--- config.mk ---
export PLATFORM = sky130hd
export DESIGN_NAME = csp_serial_port
export DESIGN_NICKNAME = d
export VERILOG_FILES = /design/src/rtl/csp_pkg.sv /design/src/rtl/csp_clkgen.sv /design/src/rtl/csp_regfile.sv /design/src/rtl/csp_serial_port.sv
export SDC_FILE = /design/constraint.sdc
export NUM_CORES = 1
export LEC_CHECK = 0
export ABC_AREA = 1
export BUFFER_PORTS_ARGS = -buffer_cell sky130_fd_sc_hd__buf_2
export CORE_MARGIN = 4
export CORE_UTILIZATION = 45
export CTS_CLUSTER_DIAMETER = 30
export CTS_CLUSTER_SIZE = 28
export DETAILED_ROUTE_END_ITERATION = 6
export GPL_TIMING_DRIVEN = 0
export HOLD_SLACK_MARGIN = 0.06
export PLACE_DENSITY_LB_ADDON = 0.05
export SYNTH_ARGS = -nofsm -noshare
export SYNTH_HDL_FRONTEND = slang
export SYNTH_SLANG_ARGS = --single-unit
--- constraint.sdc ---
create_clock -name mclk -period 6.2 [get_ports mclk]
set_input_delay 0.31 -clock mclk [delete_from_list [all_inputs] [get_ports mclk]]
set_output_delay 0.31 -clock mclk [all_outputs]
set_load 0.05 [all_outputs]
--- src/rtl/csp_pkg.sv ---
package csp_pkg;
  localparam int SLOT_W = 16;
  localparam int ADDR_W = 5;
  localparam int SB_REG = 1;
  localparam int SB_BIT = 0;

  // Secondary request decision at the end of the primary slot
  function automatic logic csp_request(input logic sb, input logic lsb, input logic fc);
    return fc | (~sb & lsb);
  endfunction

  // Transmit sample as delivered to the datapath
  function automatic logic [SLOT_W-1:0] csp_tx_mask(input logic [SLOT_W-1:0] w, input logic sb);
    return sb ? w : {w[SLOT_W-1:1], 1'b0};
  endfunction
endpackage

--- src/rtl/csp_clkgen.sv ---
module csp_clkgen #(
  parameter int HALF = 1
) (
  input  logic mclk,
  input  logic rst_n,
  output logic sclk,
  output logic rise_ev,
  output logic fall_ev
);
  localparam int CW = (HALF > 1) ? $clog2(HALF) : 1;
  localparam logic [CW-1:0] LAST = CW'(HALF - 1);

  logic [CW-1:0] hcnt;
  logic          toggle;

  assign toggle  = (hcnt == LAST);
  assign rise_ev = toggle & ~sclk;
  assign fall_ev = toggle & sclk;

  always_ff @(posedge mclk or negedge rst_n) begin
    if (!rst_n) begin
      hcnt <= '0;
      sclk <= 1'b0;
    end else if (toggle) begin
      hcnt <= '0;
      sclk <= ~sclk;
    end else begin
      hcnt <= hcnt + 1'b1;
    end
  end
endmodule

--- src/rtl/csp_regfile.sv ---
module csp_regfile #(
  parameter int NREG = 8
) (
  input  logic                      mclk,
  input  logic                      rst_n,
  input  logic                      wr_en,
  input  logic [csp_pkg::ADDR_W-1:0] wr_addr,
  input  logic [7:0]                wr_data,
  input  logic [csp_pkg::ADDR_W-1:0] rd_addr,
  output logic [7:0]                rd_data,
  output logic [NREG*8-1:0]         regs
);
  localparam int AW = csp_pkg::ADDR_W;

  logic [7:0] reg_q [NREG];

  for (genvar i = 0; i < NREG; i++) begin : g_reg
    always_ff @(posedge mclk or negedge rst_n) begin
      if (!rst_n)                             reg_q[i] <= 8'h00;
      else if (wr_en && wr_addr == AW'(i))    reg_q[i] <= wr_data;
    end
    assign regs[i*8 +: 8] = reg_q[i];
  end

  // Unmapped addresses fall through to zero
  always_comb begin
    rd_data = 8'h00;
    for (int i = 0; i < NREG; i++)
      if (rd_addr == AW'(i)) rd_data = reg_q[i];
  end
endmodule

--- src/rtl/csp_serial_port.sv ---
module csp_serial_port #(
  parameter int HALF      = 1,
  parameter int FRAME_LEN = 256,
  parameter int SEC_START = 128,
  parameter int NREG      = 8
) (
  input  logic              mclk,
  input  logic              rst_n,
  input  logic              sdi,
  input  logic              fc,
  input  logic [15:0]       rx_sample,
  output logic              sclk,
  output logic              fsync,
  output logic              sdo,
  output logic [15:0]       tx_sample,
  output logic              tx_strobe,
  output logic [NREG*8-1:0] reg_out
);
  import csp_pkg::*;

  localparam int POS_W = $clog2(FRAME_LEN);
  typedef logic [POS_W-1:0] pos_t;
  localparam pos_t LAST_POS  = pos_t'(FRAME_LEN - 1);
  localparam pos_t PRI_LAST  = pos_t'(SLOT_W - 1);
  localparam pos_t SEC_FIRST = pos_t'(SEC_START);
  localparam pos_t SEC_DATA  = pos_t'(SEC_START + SLOT_W - 8);
  localparam pos_t SEC_LAST  = pos_t'(SEC_START + SLOT_W - 1);

  // Named internal events (observed by the bound checker)
  logic              rise_ev, fall_ev;
  pos_t              pos_q, pos_nx;
  logic              sec_act;
  logic              sb_mode;
  logic              in_pri, in_sec;
  logic [SLOT_W-1:0] in_sh, in_word, out_sh;
  logic              wr_en;
  logic [ADDR_W-1:0] wr_addr, rd_addr;
  logic [7:0]        wr_data, rd_data, rd_byte;

  csp_clkgen #(.HALF(HALF)) u_clk (
    .mclk(mclk), .rst_n(rst_n), .sclk(sclk), .rise_ev(rise_ev), .fall_ev(fall_ev)
  );

  csp_regfile #(.NREG(NREG)) u_regs (
    .mclk(mclk), .rst_n(rst_n), .wr_en(wr_en), .wr_addr(wr_addr), .wr_data(wr_data),
    .rd_addr(rd_addr), .rd_data(rd_data), .regs(reg_out)
  );

  assign sb_mode = reg_out[SB_REG*8 + SB_BIT];
  assign pos_nx  = (pos_q == LAST_POS) ? '0 : pos_q + 1'b1;
  assign in_pri  = (pos_q <= PRI_LAST);
  assign in_sec  = sec_act && (pos_q >= SEC_FIRST) && (pos_q <= SEC_LAST);
  assign in_word = {in_sh[SLOT_W-2:0], sdi};

  // Command fields: address is complete after bit period SEC_DATA-1
  assign rd_addr = in_sh[ADDR_W-1:0];
  assign rd_byte = in_sh[7] ? rd_data : 8'h00;
  assign wr_en   = fall_ev && sec_act && (pos_q == SEC_LAST) && !in_word[15];
  assign wr_addr = in_word[12:8];
  assign wr_data = in_word[7:0];

  // Launch side: position, sync and serial output change on sclk rise
  always_ff @(posedge mclk or negedge rst_n) begin
    if (!rst_n) begin
      pos_q  <= LAST_POS;
      fsync  <= 1'b0;
      sdo    <= 1'b0;
      out_sh <= '0;
    end else if (rise_ev) begin
      pos_q <= pos_nx;
      fsync <= (pos_nx == '0) || (sec_act && pos_nx == SEC_FIRST);
      if (pos_nx == '0) begin
        sdo    <= rx_sample[15];
        out_sh <= {rx_sample[14:0], 1'b0};
      end else if (sec_act && pos_nx == SEC_DATA) begin
        sdo    <= rd_byte[7];
        out_sh <= {rd_byte[6:0], 9'b0};
      end else if ((pos_nx <= PRI_LAST) ||
                   (sec_act && pos_nx > SEC_DATA && pos_nx <= SEC_LAST)) begin
        sdo    <= out_sh[15];
        out_sh <= {out_sh[14:0], 1'b0};
      end else begin
        sdo <= 1'b0;
      end
    end
  end

  // Capture side: sdi sampled on sclk fall
  always_ff @(posedge mclk or negedge rst_n) begin
    if (!rst_n) begin
      in_sh     <= '0;
      sec_act   <= 1'b0;
      tx_sample <= '0;
      tx_strobe <= 1'b0;
    end else begin
      tx_strobe <= 1'b0;
      if (fall_ev && (in_pri || in_sec)) begin
        in_sh <= in_word;
        if (pos_q == PRI_LAST) begin
          tx_sample <= csp_tx_mask(in_word, sb_mode);
          tx_strobe <= 1'b1;
          sec_act   <= csp_request(sb_mode, in_word[0], fc);
        end else if (pos_q == SEC_LAST) begin
          sec_act <= 1'b0;
        end
      end
    end
  end
endmodule

### Yosys cells after proc, flatten, opt, wreduce, memory -nomap -nowiden

Cells that the tools add are included.

| cells by class | value |
|---|---|
| add/sub/neg operators | 2 |
| magnitude comparators | 6 |
| equal/unequal tests | 19 |
| multiplexer cells | 22 |
| bitwise logic cells | 7 |
| reduce and logical (&&, ||, !) cells | 30 |

Operators by type and width:

| cell | number |
|---|---|
| two-way mux 8 bit | 10 |
| two-way mux 16 bit | 3 |
| == test 5 x 3 -> 1 bit, second input constant | 8 |
| == test 8 bit, second input constant | 4 |
| == test 5 x 2 -> 1 bit, second input constant | 4 |
| logical AND 1 bit | 18 |
| <= comparator 8 x 4 -> 1 bit, second input constant | 2 |
| <= comparator 8 bit, second input constant | 2 |
| == test 5 x 1 -> 1 bit, second input constant | 2 |
| zero test 5 bit | 2 |
| two-way mux 1 bit | 9 |
| adder 8 x 1 -> 8 bit, second input constant | 1 |
| == test 8 x 4 -> 1 bit, second input constant | 1 |
| >= comparator 8 bit, second input constant | 1 |
| > comparator 8 bit, second input constant | 1 |
| zero test 8 bit | 1 |
| AND reduction 2 bit | 3 |
| AND 1 bit | 3 |
| logical OR 1 bit | 3 |
| NOT 1 bit | 3 |
| nonzero test 3 bit | 1 |
| nonzero test 2 bit | 1 |
| adder 1 bit, second input constant | 1 |
| zero test 1 bit | 1 |
| bitwise OR 1 bit | 1 |

| storage, ports and cells | value |
|---|---|
| flip-flop bits (word level) | 125 |
| output and inout bits | 84 |
| logic and storage cells | 104 |

### Longest topological paths before layout

| depth | value |
|---|---|
| depth in word-level cells | 12 |
| mapped depth | 15 |
| depth with buffers taken out | 14 |

### By module

Synthesis repeated with hierarchy kept, for this count alone.

| second synthesis, totals | value |
|---|---|
| cell total of the unflattened synthesis | 714 |
| area, all modules | 5900.7 sq um |

By module, submodules not included:

| module | times used | cells an instance | area an instance (sq um) | seq. area each (sq um) |
|---|---|---|---|---|
| csp_regfile | 1 | 344 | 2951.6 | 1601.5 |
| csp_serial_port | 1 | 367 | 2912.8 | 1461.4 |
| csp_clkgen | 1 | 3 | 36.3 | 25.0 |

### Worst setup path after synthesis

OpenSTA, ideal clock, no wires.

| timing path | value |
|---|---|
| path type | register to register |
| from | register pos_q[0] |
| to | register u_regs.reg_q (netlist bit u_regs.regs[35]) |
| arrival | 1.956 ns |
| data required time | 6.071 ns |
| setup slack | 4.116 ns |
| stages on the path, launching flop included | 12 |
| path buffers | 1 |
| clock period less this slack | 2.084 ns |
| cell sequence | dfstp_2 -> ha_1 -> nand2_2 -> nor2_4 -> inv_2 -> nor3_2 -> nand4_2 -> nor4_4 -> nand2_2 -> buf_6 -> nand2_1 -> o21ai_2 |

| between the ends | value |
|---|---|
| longest elaborated chain between the ends | 4 |

Ends and longest elaborated chain:

| item | RTL line | RTL |
|---|---|---|
| start: declaration | csp_serial_port.sv:31 | `pos_t pos_q, pos_nx;` |
| start signal: assignment | csp_serial_port.sv:70 | `pos_q <= pos_nx;` |
| == test 8 bit | csp_serial_port.sv:58 | `assign wr_en = fall_ev && sec_act && (pos_q == SEC_LAST) && !in_word[15];` |
| logical AND 1 bit (2 in series) | csp_serial_port.sv:58 |  |
| logical AND 1 bit | csp_regfile.sv:20 | `else if (wr_en && wr_addr == AW'(i)) reg_q[i] <= wr_data;` |
| end signal: indexed assignment | csp_regfile.sv:20 |  |
| end: declaration | csp_regfile.sv:15 | `logic [7:0] reg_q [NREG];` |

No other way between the ends.
A chain may end at the register's enable or synchronous reset.

### Worst setup path in the final report

| timing path | value |
|---|---|
| from | register pos_q[0] |
| to | register out_sh[11] |

| between the ends | value |
|---|---|
| longest elaborated chain between the ends | 8 |

Ends and longest elaborated chain:

| item | RTL line | RTL |
|---|---|---|
| adder 8 x 1 -> 8 bit / == test 8 bit (equally long branches) | csp_serial_port.sv:50 | `assign pos_nx = (pos_q == LAST_POS) ? '0 : pos_q + 1'b1;` |
| two-way mux 8 bit (*) | csp_serial_port.sv:50 |  |
| > comparator 8 bit | csp_serial_port.sv:79 | `(sec_act && pos_nx > SEC_DATA && pos_nx <= SEC_LAST)) begin` |
| logical AND 1 bit (2 in series) | csp_serial_port.sv:79 |  |
| logical OR 1 bit | csp_serial_port.sv:78 | `end else if ((pos_nx <= PRI_LAST) \|\|` |
| nonzero test 3 bit (no source line) | -- |  |
| AND reduction 2 bit (no source line) | -- |  |
| end signal: assignment | csp_serial_port.sv:74 | `out_sh <= {rx_sample[14:0], 1'b0};` |
| end signal: assignment | csp_serial_port.sv:77 | `out_sh <= {rd_byte[6:0], 9'b0};` |
| end signal: assignment | csp_serial_port.sv:81 | `out_sh <= {out_sh[14:0], 1'b0};` |
| end: declaration | csp_serial_port.sv:35 | `logic [SLOT_W-1:0] in_sh, in_word, out_sh;` |

Every way passes the cells marked *; elsewhere a longest branch is shown, timed or not.

==> metrics <==
status=complete, no violations; Clock Root Buffer=clkbuf_16; synth unique cells=32; chip height=121.8 um; Slew headroom=0.5257; 1st-pass router iterations=5; maxcap violations=0; largest net degree at the start of global routing=91; CTS max path bufs=2; VDD IR max=0.1716 mV; Hold Path Origin=rx_sample[0]; Final setup violation count=0; syn_nets=727; Hold Fails Final Rpt=0; GRT Util Overall=0.2252; worst reg2reg setup slack=3.79 ns; Most used DFF post-synth=dfrtp_1; starting density of the core=0.4614; Via density=5.028; Final period util=0.3891; RR Endpoint=out_sh[11]; Setup CP Type=flop to flop; via count=5093; synth top area cells=dfrtp_1 49%, nand2_1 16%, o21ai_1 5.2%; PwrDens=263.2 nW/um^2; Die W=121.8 um; worst-path fanout max=10; CTS tree=done; Power, Total=1.894 mW; DP HPWL=11160 um; Slew @ Worst Pin=0.7115 ns; crit end category=flop; vias in the first global route=5214; total gr overflow=0; clock-pin slew on the worst setup and hold paths=0.05 ns; IO buf count=103; CORE AREA=12620 sq um; Seq/Total Area, Yosys=0.5303; Fin Setup TNS=0 ns; WHS=0.1497 ns; # nets final=851; fraction of layout cells with a size suffix above 1=0.2438; diode count=0; Layout area overhead=23.57%; fin crit period=2.412 ns; clock sink total=123; DRC=0; reg2reg start=pos_q[0]; H-tree levels=4; GPL Wtd Cong=0.9277; post-synthesis cell count=704; Syn Area/Cell=8.271 sq um; number of core rows=41; initial antenna violation count=0; Ports=104; CP arrival=2.71 ns; post-DR wirelength/cell=15.42 um; synth warn=0; initial detailed-routing violation count=351; fmax=0.4146 GHz; CP required=6.50 ns; CTS Buf Count=17; async set-or-reset flop fraction in the synthesized netlist=1.000; Worst Setup SP=pos_q[0]; synthesized flop and latch total=123; fin. max-slew vios=0; Die Footprint=14820 sq um; RSZ-0062 raised after global routing=no; clk_skew=0.004815 ns; Reg2Reg Depth=13; ANT nets after route=0; Netlist Area Pre-Place=5823 sq um; startpoint types=flop; Clock Latency Late Sink=0.41 ns; drt total wl=15620 um; top-count cell post-synth=nand2_1; Yosys top cell area share=0.4942; area leader, netlist=dfrtp_1; EDFF count, synth=0; Commonest cells post-synth=244 x nand2_1, 115 x dfrtp_1, 60 x o21ai_1; Min-Delay Path Class=input pin to flop; Leak=3.771 nW; crit path to=out_sh[11]; first-pass GRT wire length=25960 um
## worst min-delay path by stage
| stage | slack (ns) | to | depth (start not counted) |
|---|---|---|---|
| after detailed placement | 0.23 | sdo | 1 |
| after floorplan | 0.01 | fsync | 0 |
| after global routing | 0.14 | out_sh[1] | 3 |
| after global placement | 0.46 | out_sh[11] | 2 |
| after CTS | 0.14 | out_sh[1] | 3 |
| final | 0.15 | out_sh[1] | 3 |
## final cells by class
| cell class | count | area [sq um] |
|---|---|---|
| flip-flops and latches | 123 | 3088 |
| plain buffers | 27 | 182.7 |
| inverters | 52 | 195.2 |
| clock buffers | 21 | 480.5 |
| well taps | 172 | 215.2 |
| repair buffers | 105 | 559.3 |
| clock inverters | 11 | 117.6 |
| fillers | 1234 | 5424 |
| multi-input cells | 502 | 2357 |
## worst max-delay path, cell delays in order, from the launching register on
cell	delay, ns
dfstp_2	0.57
ha_1	0.19
nand2_2	0.09
nor2_4	0.15
nand2_2	0.11
nand3_1	0.14
inv_1	0.11
nor2_1	0.14
nand3_2	0.22
buf_2	0.26
nor2_1	0.18
nor2_2	0.06
nand2_1	0.05
nand2_1	0.05
## registers in the layout, summed over array words and instances (netlist names)
| name | flops |
|---|---|
| fsync | 1 |
| in_sh | 15 |
| out_sh | 15 |
| pos_q | 8 |
| sdo | 1 |
| sec_act | 1 |
| tx_sample | 16 |
| tx_strobe | 1 |
| u_clk.sclk | 1 |
| u_regs.regs | 64 |
## layer usage
layer  GRT usage  vias to the layer above  wire length, um  share of wire
met5           0                        -                0              0
met4     0.06863                        0              265          0.017
met3     0.05803                       22              882          0.056
met2      0.3785                      132             7560           0.48
met1      0.2871                     2406             6915           0.44
li1            -                     2533                -              -
## metrics by stage
stage,util,setup WS [ns],std cells,cell area [sq um]
after detailed placement,0.5220,3.781,980,6588
after floorplan,-,4.116,704,5823
final,0.5702,3.788,1013,7196
after CTS,0.5702,3.761,1013,7196
after global placement,0.5193,3.234,979,6554
after global routing,0.5702,3.578,1013,7196
## cells in the final DEF, fill, tap and decap left out, drive strengths merged
cell | synthesis | final
xnor2 | 1 | 1
or2 | 6 | 6
clkinvlp | 0 | 5
nand4 | 9 | 9
o2111ai | 1 | 1
clkbuf | 12 | 33
nor4 | 2 | 2
o31ai | 1 | 1
o21ai | 109 | 109
a31oi | 1 | 1
dlygate4sd3 | 0 | 1
nand3 | 33 | 33
dfrtp | 115 | 115
nor2 | 46 | 46
dfstp | 8 | 8
ha | 3 | 3
buf | 15 | 119
nor3 | 2 | 2
inv | 51 | 51
clkinv | 1 | 5
bufinv | 0 | 2
a21oi | 31 | 31
nand2 | 257 | 257
## report_power, final
group	switching [mW]	internal (mW)
sequential	0.00893	0.814
combinational	0.0663	0.0196
clock	0.355	0.630
## repair_timing
action | 4_1_cts | 5_1_grt
hold buffers | 1 | 0
buffers inserted | 0 | 0
hold endpoints to repair | 30 | 0
resized for setup | 0 | 0
## logic make-up (layout without fill, tap and decap cells)
| group | Yosys count | count (layout) | synth area share |
|---|---|---|---|
| compound gates | 143 | 143 | 0.1281 |
| xor+xnor | 1 | 1 | 0.001504 |
| fa+ha+maj | 3 | 3 | 0.006447 |
| buf+inv | 79 | 216 | 0.06489 |
| flops | 123 | 123 | 0.5303 |
| simple gates | 355 | 355 | 0.2688 |
No activity file was read; power rests on OpenSTA's default activity.
